--- src/rtl/mdio_pkg.sv ---
package mdio_pkg;

    typedef enum logic [1:0] {
        ST_IDLE,
        ST_LOW,
        ST_HIGH,
        ST_DONE
    } mdio_state_t;

    typedef struct packed {
        logic        rd;
        logic [4:0]  phy;
        logic [4:0]  regn;
        logic [15:0] wdata;
    } mdio_req_t;

    localparam int SLOT_W      = 7;
    localparam int PRE_LEN     = 32;
    localparam int SLOT_START  = PRE_LEN;
    localparam int SLOT_OP     = SLOT_START + 2;
    localparam int SLOT_PHY    = SLOT_OP + 2;
    localparam int SLOT_REG    = SLOT_PHY + 5;
    localparam int SLOT_TA     = SLOT_REG + 5;
    localparam int SLOT_RDATA  = SLOT_TA + 1;
    localparam int SLOT_WDATA  = SLOT_TA + 2;
    localparam int READ_LAST   = SLOT_RDATA + 16;
    localparam int WRITE_LAST  = SLOT_WDATA + 16;

endpackage

--- src/rtl/mdio_phase_timer.sv ---
module mdio_phase_timer #(
    parameter int DIV = 4
) (
    input  logic clk,
    input  logic rst_n,
    input  logic run,
    output logic phase_end
);
    localparam int CW = (DIV > 1) ? $clog2(DIV) : 1;
    localparam logic [CW-1:0] LAST = CW'(DIV - 1);

    logic [CW-1:0] cnt;

    assign phase_end = run && (cnt == LAST);

    always_ff @(posedge clk or negedge rst_n) begin
        if (!rst_n)
            cnt <= '0;
        else if (!run || phase_end)
            cnt <= '0;
        else
            cnt <= cnt + 1'b1;
    end


    cnt_range_chk: assert property (@(posedge clk) disable iff (!rst_n)
        cnt <= LAST);

endmodule

--- src/rtl/mdio_frame_gen.sv ---
module mdio_frame_gen
    import mdio_pkg::*;
(
    input  mdio_req_t         req,
    input  logic [SLOT_W-1:0] slot,
    output logic              bit_val,
    output logic              bit_oe,
    output logic              capture_slot,
    output logic              last_slot
);
    logic [SLOT_W-1:0] pa_idx;
    logic [SLOT_W-1:0] ra_idx;
    logic [SLOT_W-1:0] wd_idx;

    always_comb begin
        pa_idx  = SLOT_W'(SLOT_REG - 1) - slot;
        ra_idx  = SLOT_W'(SLOT_TA - 1) - slot;
        wd_idx  = SLOT_W'(WRITE_LAST - 1) - slot;
        bit_val = 1'b0;
        bit_oe  = 1'b0;
        if (slot < SLOT_W'(PRE_LEN)) begin
            bit_val = 1'b1;
            bit_oe  = 1'b1;
        end else if (slot == SLOT_W'(SLOT_START)) begin
            bit_oe  = 1'b1;
        end else if (slot == SLOT_W'(SLOT_START + 1)) begin
            bit_val = 1'b1;
            bit_oe  = 1'b1;
        end else if (slot == SLOT_W'(SLOT_OP)) begin
            bit_val = req.rd;
            bit_oe  = 1'b1;
        end else if (slot == SLOT_W'(SLOT_OP + 1)) begin
            bit_val = !req.rd;
            bit_oe  = 1'b1;
        end else if (slot < SLOT_W'(SLOT_REG)) begin
            bit_val = req.phy[pa_idx[2:0]];
            bit_oe  = 1'b1;
        end else if (slot < SLOT_W'(SLOT_TA)) begin
            bit_val = req.regn[ra_idx[2:0]];
            bit_oe  = 1'b1;
        end else if (!req.rd && slot >= SLOT_W'(SLOT_WDATA)
                     && slot < SLOT_W'(WRITE_LAST)) begin
            bit_val = req.wdata[wd_idx[3:0]];
            bit_oe  = 1'b1;
        end
    end

    assign capture_slot = req.rd && slot >= SLOT_W'(SLOT_RDATA)
                          && slot < SLOT_W'(READ_LAST);
    assign last_slot    = req.rd ? (slot == SLOT_W'(READ_LAST))
                                 : (slot == SLOT_W'(WRITE_LAST));

endmodule

--- src/rtl/mdio_master.sv ---
module mdio_master
    import mdio_pkg::*;
#(
    parameter int DIV = 4
) (
    input  logic        clk,
    input  logic        rst_n,
    input  logic        start,
    input  logic        rd_sel,
    input  logic [4:0]  phy_addr,
    input  logic [4:0]  reg_addr,
    input  logic [15:0] wr_data,
    output logic [15:0] rd_data,
    output logic        done,
    output logic        busy,
    output logic        mdc,
    output logic        mdo,
    output logic        mdo_en,
    input  logic        mdi
);
    mdio_state_t       state;
    mdio_req_t         req;
    logic [SLOT_W-1:0] slot;
    logic [15:0]       shreg;
    logic              phase_end;
    logic              bit_val;
    logic              bit_oe;
    logic              capture_slot;
    logic              last_slot;
    logic              in_slot;

    assign in_slot = (state == ST_LOW) || (state == ST_HIGH);

    mdio_phase_timer #(.DIV(DIV)) u_timer (
        .clk       (clk),
        .rst_n     (rst_n),
        .run       (in_slot),
        .phase_end (phase_end)
    );

    mdio_frame_gen u_frame (
        .req          (req),
        .slot         (slot),
        .bit_val      (bit_val),
        .bit_oe       (bit_oe),
        .capture_slot (capture_slot),
        .last_slot    (last_slot)
    );

    always_ff @(posedge clk or negedge rst_n) begin
        if (!rst_n) begin
            state   <= ST_IDLE;
            req     <= '0;
            slot    <= '0;
            shreg   <= '0;
            rd_data <= '0;
        end else begin
            unique case (state)
                ST_IDLE: begin
                    if (start) begin
                        req   <= '{rd: rd_sel, phy: phy_addr,
                                   regn: reg_addr, wdata: wr_data};
                        slot  <= '0;
                        shreg <= '0;
                        state <= ST_LOW;
                    end
                end
                ST_LOW: begin
                    if (phase_end)
                        state <= ST_HIGH;
                end
                ST_HIGH: begin
                    if (phase_end) begin
                        if (capture_slot)
                            shreg <= {shreg[14:0], mdi};
                        if (last_slot) begin
                            rd_data <= shreg;
                            state   <= ST_DONE;
                        end else begin
                            slot  <= slot + 1'b1;
                            state <= ST_LOW;
                        end
                    end
                end
                ST_DONE: state <= ST_IDLE;
            endcase
        end
    end

    always_comb begin
        mdc    = (state == ST_HIGH);
        mdo    = in_slot ? (bit_val & bit_oe) : 1'b0;
        mdo_en = in_slot ? bit_oe : 1'b0;
        done   = (state == ST_DONE);
        busy   = (state != ST_IDLE);
    end


    mdc_rise_chk: assert property (@(posedge clk) disable iff (!rst_n)
        $rose(mdc) |-> $past(phase_end));


    done_pulse_chk: assert property (@(posedge clk) disable iff (!rst_n)
        done |=> (!done && !busy));


    req_hold_chk: assert property (@(posedge clk) disable iff (!rst_n)
        (busy && start) |=> $stable(req));


    idle_quiet_chk: assert property (@(posedge clk) disable iff (!rst_n)
        !busy |-> (!mdc && !mdo && !mdo_en));


    read_release_chk: assert property (@(posedge clk) disable iff (!rst_n)
        (in_slot && req.rd && slot >= SLOT_W'(SLOT_TA)) |-> !mdo_en);


    write_tail_chk: assert property (@(posedge clk) disable iff (!rst_n)
        (in_slot && !req.rd && slot == SLOT_W'(WRITE_LAST)) |-> !mdo_en);

endmodule

--- config.mk ---
export PLATFORM = sky130hd
export DESIGN_NAME = mdio_master
export DESIGN_NICKNAME = d
export VERILOG_FILES = /design/src/rtl/mdio_pkg.sv /design/src/rtl/mdio_phase_timer.sv /design/src/rtl/mdio_frame_gen.sv /design/src/rtl/mdio_master.sv
export SDC_FILE = /design/constraint.sdc
export NUM_CORES = 1
export LEC_CHECK = 0
export BUFFER_PORTS_ARGS = -buffer_cell sky130_fd_sc_hd__buf_2
export CAP_MARGIN = 15
export CORE_MARGIN = 5
export CORE_UTILIZATION = 61
export CTS_CLUSTER_DIAMETER = 60
export DETAILED_ROUTE_END_ITERATION = 7
export PLACE_DENSITY = 0.95
export SLEW_MARGIN = 20
export SYNTH_ARGS = -nofsm -noshare
export SYNTH_HDL_FRONTEND = slang
export SYNTH_SLANG_ARGS = --single-unit
--- constraint.sdc ---
create_clock -name clk -period 5.3 [get_ports clk]
set_input_delay 1.06 -clock clk [delete_from_list [all_inputs] [get_ports clk]]
set_output_delay 1.06 -clock clk [all_outputs]
set_load 0.01 [all_outputs]
==> results of run 1 <==
worst max-delay path, delay by kind of cell (launching register included):
| kind | cells | cell delay, ns |
|---|---|---|
| compound gates | 2 | 0.24 |
| xor+xnor | 1 | 0.16 |
| fa+ha+maj | 1 | 0.27 |
| buf+inv | 2 | 0.32 |
| flops | 1 | 0.90 |
| simple gates | 2 | 0.40 |
layer usage:
metal  vias to the layer above  part of all wire [%]  global-route usage [%]
li1                       1110                     -                       -
met1                      1184                    43                    27.3
met2                        76                    51                    33.8
met3                         8                   5.1                    3.99
met4                         0                  0.94                    5.67
met5                         -                     0                       0
cell usage in the layout, fill, tap and decap left out, drive strengths merged, types with 5 or more instances in the layout:
cell type and n:
mux2 44, dfrtp 70, o21ai 10, ha 12
nor2 5, nand2 32, mux2i 21, a21oi 13
clkbuf 12, nor3 5, inv 23, buf 52
sequential cells by signal (all words and copies together) (netlist names):
signal,cells
req,27
rd_data,16
shreg,16
slot,7
state,2
u_timer.cnt,2
logic make-up after synthesis:
kind of cell               synth area share (%)
buffers and inverters                      5.21
xor gates and xnor gates                  0.247
AOI/OAI and AO/OA                          6.87
muxes                                      23.5
adders and majority gates                  4.23
and+or+nand+nor                            10.7
DFF                                        49.3
how the worst max path moves through the flow:
stage / from / end / slack, ns / depth (start not counted)
6_report: slot[0] / mdo / 1.62 / 8
5_1_grt: slot[0] / mdo / 1.35 / 8
4_1_cts: slot[0] / mdo / 1.61 / 8
3_5_place_dp: start / shreg[3] / 1.79 / 5
3_3_place_gp: start / shreg[5] / 1.94 / 5
2_1_floorplan: slot[1] / mdo / 2.39 / 8
metrics by stage:
stage                     cell area [um^2]  util [%]
after floorplan                       3550         -
after global placement                3810      68.3
after detailed placement              3810      68.3
after CTS                             3970      71.3
after global routing                  3980      71.3
final                                 3980      71.3
power groups by stage:
stage,registers (mW),clock network [mW],logic (mW)
finish,0.534,0.369,0.0214
global route,0.534,0.404,0.0249
CTS,0.534,0.375,0.0221
detailed placement,0.544,0,0.0221
global placement,0.544,0,0.0216
floorplan,0.544,0,0.000227
area by class of cell:
class	count	share of cell area, %
clock buffers	12	3.65
repair buffers	52	6.61
multi-input cells	186	40.7
flip-flops and latches	70	44.1
clock inverters	3	0.535
well taps	72	2.27
inverters	23	2.17
==> qor.csv, run 1 <==
stage,metric,value,unit
clock_network,postCtsSetupRepairBufs,0,
clock_network,cts_made_buffers,9,
placed_design,hpwl,4770,um
worst_hold_path,hp-start,u_timer.cnt[0],
timing,grt_setup_unrepaired,no,
synthesis,netlist_top_cells_area,"dfrtp_1, mux2_2, mux2i_1, ha_1, mux2_4",
worst_setup_path,cpPeakStageDelay,0.90,ns
finish,multi_input_area,1620,um^2
timing,fin_skew,0.00729,ns
finish,syn_to_final_growth,11.9,%
worst_setup_path,r2r_start,state[0],
synthesis,synth_cell_types,46,
floorplan,num_rows,27,
finish,stdcell_count,418,
power,switching_share,21.9,%
synthesis,synth_top_flop_cell,dfrtp_1,
timing,worst_slew_pin_slew,0.867,ns
global_route,grt_max_degree,71,
global_route,grt_usage,20.3,%
worst_setup_path,worstPathRequired,4.24,ns
worst_setup_path,arrival,2.62,ns
power,internal_power,723,uW
synthesis,syn_area_per_cell,12.1,um^2
power,switchingPower,202,uW
timing,setup_viol,0,
outcome,outcome,completed,
timing,holdWs,0.453,ns
worst_setup_path,crit_chain,inv_1 > ha_1 > xor2_1 > nor4b_1 > a21oi_1 > nand4b_1 > o2111a_1 > buf_2,
detailed_routing,drc_errors,0,
worst_setup_path,worst_r2r_path_depth,7,
power,p_clk_share,39.9,%
worst_setup_path,worstReg2RegEnd,shreg[3],
placed_design,dp_worst_setup_slack,1.79,ns
worst_setup_path,r2r_setup_slack,2.25,ns
synthesis,syn-num-nets,337,
timing,setup_tns,0,ns
clock_network,post_cts_resized,0,
placed_design,place_congestion,0.869,
detailed_routing,first_iter_violations,247,
power,powerDensity,233,nW/um^2
job,maxCapViolCount,0,
power,pwr-share-comb,2.3,%
synthesis,synth_commonest_cells,"dfrtp_1, mux2_2, nand2_1",
clock_network,clk_path_buf_depth,2,
synthesis,yosysWarnings,0,
detailed_routing,route.antenna.remaining_nets,0,
clock_network,clkTransAtPathRegs,0.07,ns
power,p_leak,2.00,nW
finish,fin_nets,385,
worst_hold_path,holdPathStages,1,
detailed_routing,drtPass1Iterations,5,
timing,hold_viol,0,
floorplan,core,5570,um^2
synthesis,async_flop_share,100,%
timing,drv_slew,0,
timing,timing.final.ws_setup,1.62,ns
clock_network,clkLatencyLatePin,0.33,ns
power,ir_worst_vdd,0.000236,V
finish,diodes,0,
floorplan,die_area,7450,um^2
floorplan,fp.dieW,86.3,um
worst_setup_path,endpoint_kind,output pin,
worst_setup_path,critPathLaunchType,register,
global_route,antenna_found_initial,0,
synthesis,synth_edf_count,0,
clock_network,cts.sink_count,70,
synthesis,yosysTopAreaCell,dfrtp_1,
timing,post-route-min-period,3.68,ns
floorplan,die_h,86.3,um
finish,layout-drive-gt1-share,35.5,%
clock_network,cts_tree,done,
floorplan,io_pins,52,
global_route,grt_pass1_vias,2543,
global_route,grt_pass1_wl,12100,um
detailed_routing,vias,2378,
worst_hold_path,whs_endpoint,u_timer.cnt[0],
synthesis,syn-cell-area,3550,um^2
worst_setup_path,slowest_stage,dfrtp_1,
detailed_routing,wl,6940,um
finish,regArea,1750,um^2
synthesis,synth_top_area_share,49.3,%
global_route,grt-ovfl-total,0,
power,p_seq_share,57.7,%
finish,fillCellCount,353,
detailed_routing,avgRoutedWirePerCell,16.6,um
timing,fmax,272,MHz
synthesis,synth-seq-cells,70,
synthesis,ys_seq_area_share,49.3,%
clock_network,holdBufCountCts,0,
detailed_routing,viasPerCell,5.69,
clock_network,cts-root-buf,clkbuf_8,
synthesis,synthMostInstantiatedCell,dfrtp_1,
worst_setup_path,critPathMaxFanout,18,
worst_hold_path,hold_path.class,reg -> reg,
placed_design,placedCellCount,403,
timing,maxSlewHeadroom,42.2,%
worst_setup_path,path_class,reg -> out,
clock_network,htree_num_levels,3,
timing,timing.final.crit_share,69.4,%
synthesis,syn_inst,294,
floorplan,start_util,63.7,%
power,p_total,925,uW
placed_design,portBuffers,51,
(Power assumes the default switching activity.)
==> run 2, diff against run 1 <==
--- a/config.mk
+++ b/config.mk
@@ -8,10 +8,10 @@
 export BUFFER_PORTS_ARGS = -buffer_cell sky130_fd_sc_hd__buf_2
 export CAP_MARGIN = 15
 export CORE_MARGIN = 5
-export CORE_UTILIZATION = 61
+export CORE_UTILIZATION = 51
 export CTS_CLUSTER_DIAMETER = 60
 export DETAILED_ROUTE_END_ITERATION = 7
-export PLACE_DENSITY = 0.95
+export PLACE_DENSITY = 0.86
 export SLEW_MARGIN = 20
 export SYNTH_ARGS = -nofsm -noshare
 export SYNTH_HDL_FRONTEND = slang
==> constraint.sdc (replaced) <==
create_clock -name clk -period 3.3 [get_ports clk]
set_input_delay 0.66 -clock clk [delete_from_list [all_inputs] [get_ports clk]]
set_output_delay 0.66 -clock clk [all_outputs]
set_load 0.01 [all_outputs]
==> qor.csv, run 2 (same netlist as run 1, synthesis figures left out) <==
stage,metric,value,unit,change
clock_network,cts_tree,done,,unchanged
floorplan,core,6790,um^2,was 5570 um^2
worst_setup_path,critPathLaunchType,register,,unchanged
worst_hold_path,hold_path.class,in -> async,,was reg -> reg
finish,regMostFlops,req,,unchanged
detailed_routing,vias,2362,,was 2378
global_route,grt_max_degree,48,,was 71
finish,final_common_cell,dfrtp_1,,unchanged
floorplan,num_rows,30,,was 27
timing,hold_viol,0,,unchanged
detailed_routing,avgRoutedWirePerCell,15.4,um,was 16.6 um
clock_network,cts_made_buffers,9,,unchanged
timing,fin_skew,0.0103,ns,was 0.00729 ns
worst_setup_path,arrival,2.30,ns,was 2.62 ns
placed_design,dp_worst_setup_slack,0.533,ns,was 1.79 ns
global_route,grt_pass1_vias,2499,,was 2543
finish,fin_util,60.3,%,was 71.3%
clock_network,htree_num_levels,3,,unchanged
clock_network,postCtsSetupRepairBufs,0,,unchanged
worst_setup_path,critPathMaxFanout,14,,was 18
power,p_total,1.62,mW,was 925 uW
global_route,grt_usage,17.7,%,was 20.3%
floorplan,die_h,93.5,um,was 86.3 um
placed_design,hpwl,4860,um,was 4770 um
worst_setup_path,worstPathRequired,2.64,ns,was 4.24 ns
placed_design,place_congestion,0.815,,was 0.869
timing,maxSlewHeadroom,62.2,%,was 42.2%
clock_network,cts-root-buf,clkbuf_8,,unchanged
detailed_routing,first_iter_violations,186,,was 247
worst_setup_path,path_class,reg -> out,,unchanged
finish,regArea,1750,um^2,about the same
detailed_routing,drtPass1Iterations,5,,unchanged
detailed_routing,wl,6900,um,was 6940 um
power,p_leak,2.06,nW,was 2.00 nW
timing,fmax,338,MHz,
timing,setup_tns,0,ns,unchanged
detailed_routing,route.antenna.remaining_nets,0,,unchanged
power,switchingPower,321,uW,was 202 uW
detailed_routing,viasPerCell,5.27,,was 5.69
finish,stdcell_area,4100,um^2,was 3980 um^2
power,internal_power,1.30,mW,was 723 uW
finish,multi_input_area,1620,um^2,about the same
timing,worst_slew_pin_slew,0.566,ns,was 0.867 ns
job,maxCapViolCount,0,,unchanged
power,ir_worst_vdd,0.000432,V,was 0.000236 V
clock_network,clkTransAtPathRegs,0.08,ns,was 0.07 ns
power,pwr-share-comb,2.2,%,was 2.3%
global_route,grt_pass1_wl,12100,um,about the same
clock_network,clk_path_buf_depth,2,,unchanged
finish,syn_to_final_growth,15.4,%,was 11.9%
power,p_seq_share,52.9,%,was 57.7%
finish,diodes,0,,unchanged
floorplan,fp.dieW,93.5,um,was 86.3 um
floorplan,die_area,8740,um^2,was 7450 um^2
finish,reg.largest.list,"req x27, rd_data x16, shreg x16",,unchanged
global_route,antenna_found_initial,0,,unchanged
detailed_routing,drc_errors,0,,unchanged
power,powerDensity,396,nW/um^2,was 233 nW/um^2
floorplan,io_pins,52,,unchanged
finish,layout_common_cells,"dfrtp_1, buf_2, mux2_2",,unchanged
placed_design,dpl-instance-area,3870,um^2,was 3810 um^2
clock_network,clkLatencyLatePin,0.34,ns,was 0.33 ns
timing,drv_slew,0,,unchanged
clock_network,cts.sink_count,70,,unchanged
timing,grt_setup_unrepaired,no,,unchanged
placed_design,portBuffers,51,,unchanged
finish,fillCellCount,531,,was 353
global_route,grt-ovfl-total,0,,unchanged
power,switching_share,19.8,%,was 21.9%
floorplan,start_util,52.3,%,was 63.7%
power,p_clk_share,45.0,%,was 39.9%
finish,layout-drive-gt1-share,37.5,%,was 35.5%
timing,setup_viol,0,,unchanged
finish,largest_reg_flops,27,,unchanged
worst_setup_path,endpoint_kind,output pin,,unchanged
outcome,outcome,completed,,unchanged
finish,fin_nets,390,,was 385
timing,timing.final.crit_share,89.7,%,
timing,post-route-min-period,2.96,ns,
timing,timing.final.ws_setup,0.341,ns,was 1.62 ns
==> run 2: timing repair <==
| item | CTS | global route |
|---|---|---|
| hold buffers | 0 | 0 |
| resized for setup | 0 | 2 |
| endpoints found under the setup margin | 0 | 1 |
==> run 2: cell type report <==
type,instances,share of cell area (%)
tap,96,2.93
clock inverter,3,0.977
multi-input combinational,186,39.4
clock buffer,13,4.37
inverter,23,2.11
timing repair buffer,57,7.39
sequential,70,42.8
==> run 2: stage by stage <==
stage / hold WS (ns) / cells
2_1_floorplan: 0.364 / 294
3_3_place_gp: 0.427 / 432
3_5_place_dp: 0.437 / 432
4_1_cts: 0.446 / 448
5_1_grt: 0.351 / 448
6_report: 0.324 / 448
==> run 2: critical path: stages (launching register included) <==
cell and delay (ns):
dfrtp_2 0.55, inv_1 0.17, ha_1 0.39, mux4_2 0.32
a21oi_1 0.14, nand4b_1 0.11, o2111a_1 0.15, buf_2 0.14
==> run 2: power by group through the flow <==
stage          logic (mW)  registers (mW)  clock network, mW
2_1_floorplan    0.000364           0.874                  0
3_3_place_gp       0.0359           0.874                  0
3_5_place_dp       0.0369           0.874                  0
4_1_cts            0.0369           0.857              0.747
5_1_grt            0.0416           0.857              0.799
6_report           0.0351           0.858              0.729
==> run 2: per-layer routing <==
| metal | vias up | global-route usage (%) | part of all wire [%] |
|---|---|---|---|
| li1 | 1130 | - | - |
| met1 | 1139 | 23.2 | 43 |
| met2 | 81 | 27.8 | 50 |
| met3 | 12 | 5.39 | 5.3 |
| met4 | 0 | 6.35 | 1.6 |
| met5 | - | 0 | 0 |
==> run 2: worst paths after layout <==
check | from | cells after the start | end | slack, ns
max in group asynchronous | rst_n | 2 | rd_data[3] | 2.36
min | rst_n | 1 | slot[0] | 0.32
min in group clk | u_timer.cnt[0] | 1 | u_timer.cnt[0] | 0.44
max reg2reg | slot[0] | 7 | rd_data[10] | 0.64
min reg2reg | u_timer.cnt[0] | 1 | u_timer.cnt[0] | 0.44
max | slot[1] | 7 | mdo | 0.34
==> run 3, diff against run 2 <==
==> constraint.sdc (replaced) <==
create_clock -name clk -period 3.3 [get_ports clk]
set_input_delay 0.66 -clock clk [delete_from_list [all_inputs] [get_ports clk]]
set_output_delay 0.66 -clock clk [all_outputs]
set_load 0.1 [all_outputs]
==> qor.csv, run 3 (same netlist as run 1, synthesis figures left out) <==
stage,metric,value,unit,change
outcome,outcome,completed,,unchanged
clock_network,clkLatencyLatePin,0.35,ns,was 0.34 ns
finish,fillCellCount,535,,was 531
power,p_leak,2.05,nW,was 2.06 nW
job,maxCapViolCount,0,,unchanged
placed_design,hpwl,4830,um,was 4860 um
clock_network,cts_tree,done,,unchanged
worst_setup_path,r2r_setup_slack,0.76,ns,was 0.64 ns
worst_setup_path,critPathLaunchType,register,,unchanged
placed_design,portBuffers,51,,unchanged
finish,final_common_cell,dfrtp_1,,unchanged
timing,fin_skew,0.00851,ns,was 0.0103 ns
global_route,top_usage_layer,met2,,unchanged
finish,fin_nets,390,,unchanged
worst_setup_path,r2r_start,slot[0],,unchanged
global_route,grtUsageMet1,21.7,%,was 23.2%
power,switchingPower,345,uW,was 321 uW
worst_hold_path,hp-start,u_timer.cnt[0],,
finish,layout_common_cells,"dfrtp_1, buf_2, mux2_2",,unchanged
floorplan,io_pins,52,,unchanged
global_route,grt-ovfl-total,0,,unchanged
placed_design,place_congestion,0.879,,was 0.815
global_route,antenna_found_initial,0,,unchanged
power,ir_worst_vdd,0.000265,V,was 0.000432 V
clock_network,clk_path_buf_depth,2,,unchanged
worst_setup_path,arrival,2.44,ns,was 2.30 ns
detailed_routing,route.antenna.remaining_nets,0,,unchanged
timing,holdWs,0.453,ns,was 0.324 ns
finish,reg.largest.list,"req x27, rd_data x16, shreg x16",,unchanged
worst_setup_path,critPathMaxFanout,9,,was 14
worst_setup_path,slowest_stage,dfrtp_1,,was dfrtp_2
clock_network,cts-root-buf,clkbuf_8,,unchanged
worst_setup_path,endpoint_kind,output pin,,unchanged
worst_setup_path,cpPeakStageDelay,0.56,ns,was 0.55 ns
worst_hold_path,hold_path.class,reg -> reg,,was in -> async
floorplan,fp.dieW,93.5,um,unchanged
worst_setup_path,crit_chain,inv_1 > ha_1 > nand2_1 > o22ai_1 > o21ai_0 > a21oi_1 > o2111a_2 > buf_12,,was inv_1 > ha_1 > mux4_2 > a21oi_1 > nand4b_1 > o2111a_1 > buf_2
finish,syn_to_final_growth,15.2,%,was 15.4%
global_route,grtUsageMet3,3.86,%,was 5.39%
global_route,grt_pass1_vias,2505,,was 2499
power,p_seq_share,54.8,%,was 52.9%
clock_network,post_cts_resized,0,,unchanged
timing,timing.final.crit_share,93.9,%,was 89.7%
worst_setup_path,path_class,reg -> out,,unchanged
global_route,gr-usage-met2,27.6,%,was 27.8%
timing,grt_setup_unrepaired,no,,unchanged
clock_network,postCtsSetupRepairBufs,0,,unchanged
timing,worst_slew_pin_slew,0.853,ns,was 0.566 ns
worst_setup_path,worstReg2RegEnd,rd_data[12],,was rd_data[10]
detailed_routing,first_iter_violations,113,,was 186
timing,setup_viol,0,,unchanged
power,internal_power,1.22,mW,was 1.30 mW
detailed_routing,drtPass1Iterations,4,,was 5
worst_setup_path,worstPathRequired,2.64,ns,about the same
timing,drv_slew,0,,unchanged
placed_design,placedCellCount,432,,unchanged
clock_network,cts_made_buffers,9,,unchanged
power,powerDensity,382,nW/um^2,was 396 nW/um^2
clock_network,holdBufCountCts,0,,unchanged
global_route,grt_pass1_wl,11700,um,was 12100 um
floorplan,core,6790,um^2,unchanged
timing,post-route-min-period,3.10,ns,was 2.96 ns
worst_setup_path,worst_r2r_path_depth,7,,unchanged
finish,layout-drive-gt1-share,37.5,%,unchanged
detailed_routing,wl,6950,um,was 6900 um
timing,setup_tns,0,ns,unchanged
clock_network,clkTransAtPathRegs,0.07,ns,was 0.08 ns
finish,largest_reg_flops,27,,unchanged
worst_hold_path,whs_endpoint,u_timer.cnt[0],,
timing,maxSlewHeadroom,43.1,%,was 62.2%
detailed_routing,avgRoutedWirePerCell,15.5,um,was 15.4 um
floorplan,num_rows,30,,unchanged
finish,diodes,0,,unchanged
finish,stdcell_count,448,,unchanged
timing,hold_viol,0,,unchanged
clock_network,cts.sink_count,70,,unchanged
detailed_routing,drc_errors,0,,unchanged
floorplan,die_area,8740,um^2,unchanged
detailed_routing,viasPerCell,5.33,,was 5.27
global_route,grt_max_degree,71,,was 48
floorplan,start_util,52.3,%,unchanged
detailed_routing,vias,2389,,was 2362
global_route,grt_usage,17.0,%,was 17.7%
timing,fmax,323,MHz,was 338 MHz
power,p_clk_share,43.0,%,was 45.0%
power,pwr-share-comb,2.2,%,about the same
power,switching_share,22.1,%,was 19.8%
floorplan,die_h,93.5,um,unchanged
finish,regMostFlops,req,,unchanged
worst_hold_path,holdPathStages,1,,
clock_network,htree_num_levels,3,,unchanged
-- run 3: stage by stage --
step                      worst slack, ns  total power [mW]  util, %  instance area [um^2]
after floorplan                    0.0295             0.875        -                  3570
after global placement              0.634             0.909     57.4                  3900
after detailed placement            0.596             0.910     57.4                  3900
after CTS                           0.146              1.58     60.2                  4090
after global routing               0.0555              1.62     60.3                  4090
final                               0.200              1.56     60.3                  4090
-- run 3: routing by layer --
layer / up-vias / part of all wire, %
met4: 0 / 1.5
met5: - / 0
met2: 59 / 49
met3: 11 / 4.6
met1: 1193 / 45
li1: 1126 / -
-- run 3: power groups by stage --
stage | sequential, mW | combinational, mW | clock (mW)
after floorplan | 0.874 | 0.000364 | 0
after global placement | 0.874 | 0.0347 | 0
after detailed placement | 0.874 | 0.0361 | 0
after CTS | 0.857 | 0.0361 | 0.684
after global routing | 0.857 | 0.0402 | 0.724
final | 0.857 | 0.0339 | 0.672
-- run 3: how the worst max path moves through the flow --
stage / slack (ns) / cells past startpoint / start / endpoint
6_report: 0.20 / 8 / slot[2] / mdo
4_1_cts: 0.15 / 8 / slot[1] / mdo
5_1_grt: 0.06 / 8 / slot[2] / mdo
3_5_place_dp: 0.60 / 8 / slot[0] / mdo
2_1_floorplan: 0.03 / 8 / slot[1] / mdo
3_3_place_gp: 0.63 / 8 / slot[1] / mdo
-- run 3: layout make-up --
type	instances	area (um^2)	area share [%]
inverter	23	86.3	2.11
sequential	70	1750	42.8
tap	96	120	2.93
multi-input combinational	186	1630	39.8
clock inverter	6	62.6	1.53
timing repair buffer	57	315	7.70
clock buffer	10	128	3.12
-- run 3: worst max-delay path, delay by kind of cell, from the launching register on --
family | cells | cell delay (ns)
simple gates | 1 | 0.06
fa+ha+maj | 1 | 0.36
flops | 1 | 0.56
compound gates | 4 | 0.73
buf+inv | 2 | 0.38
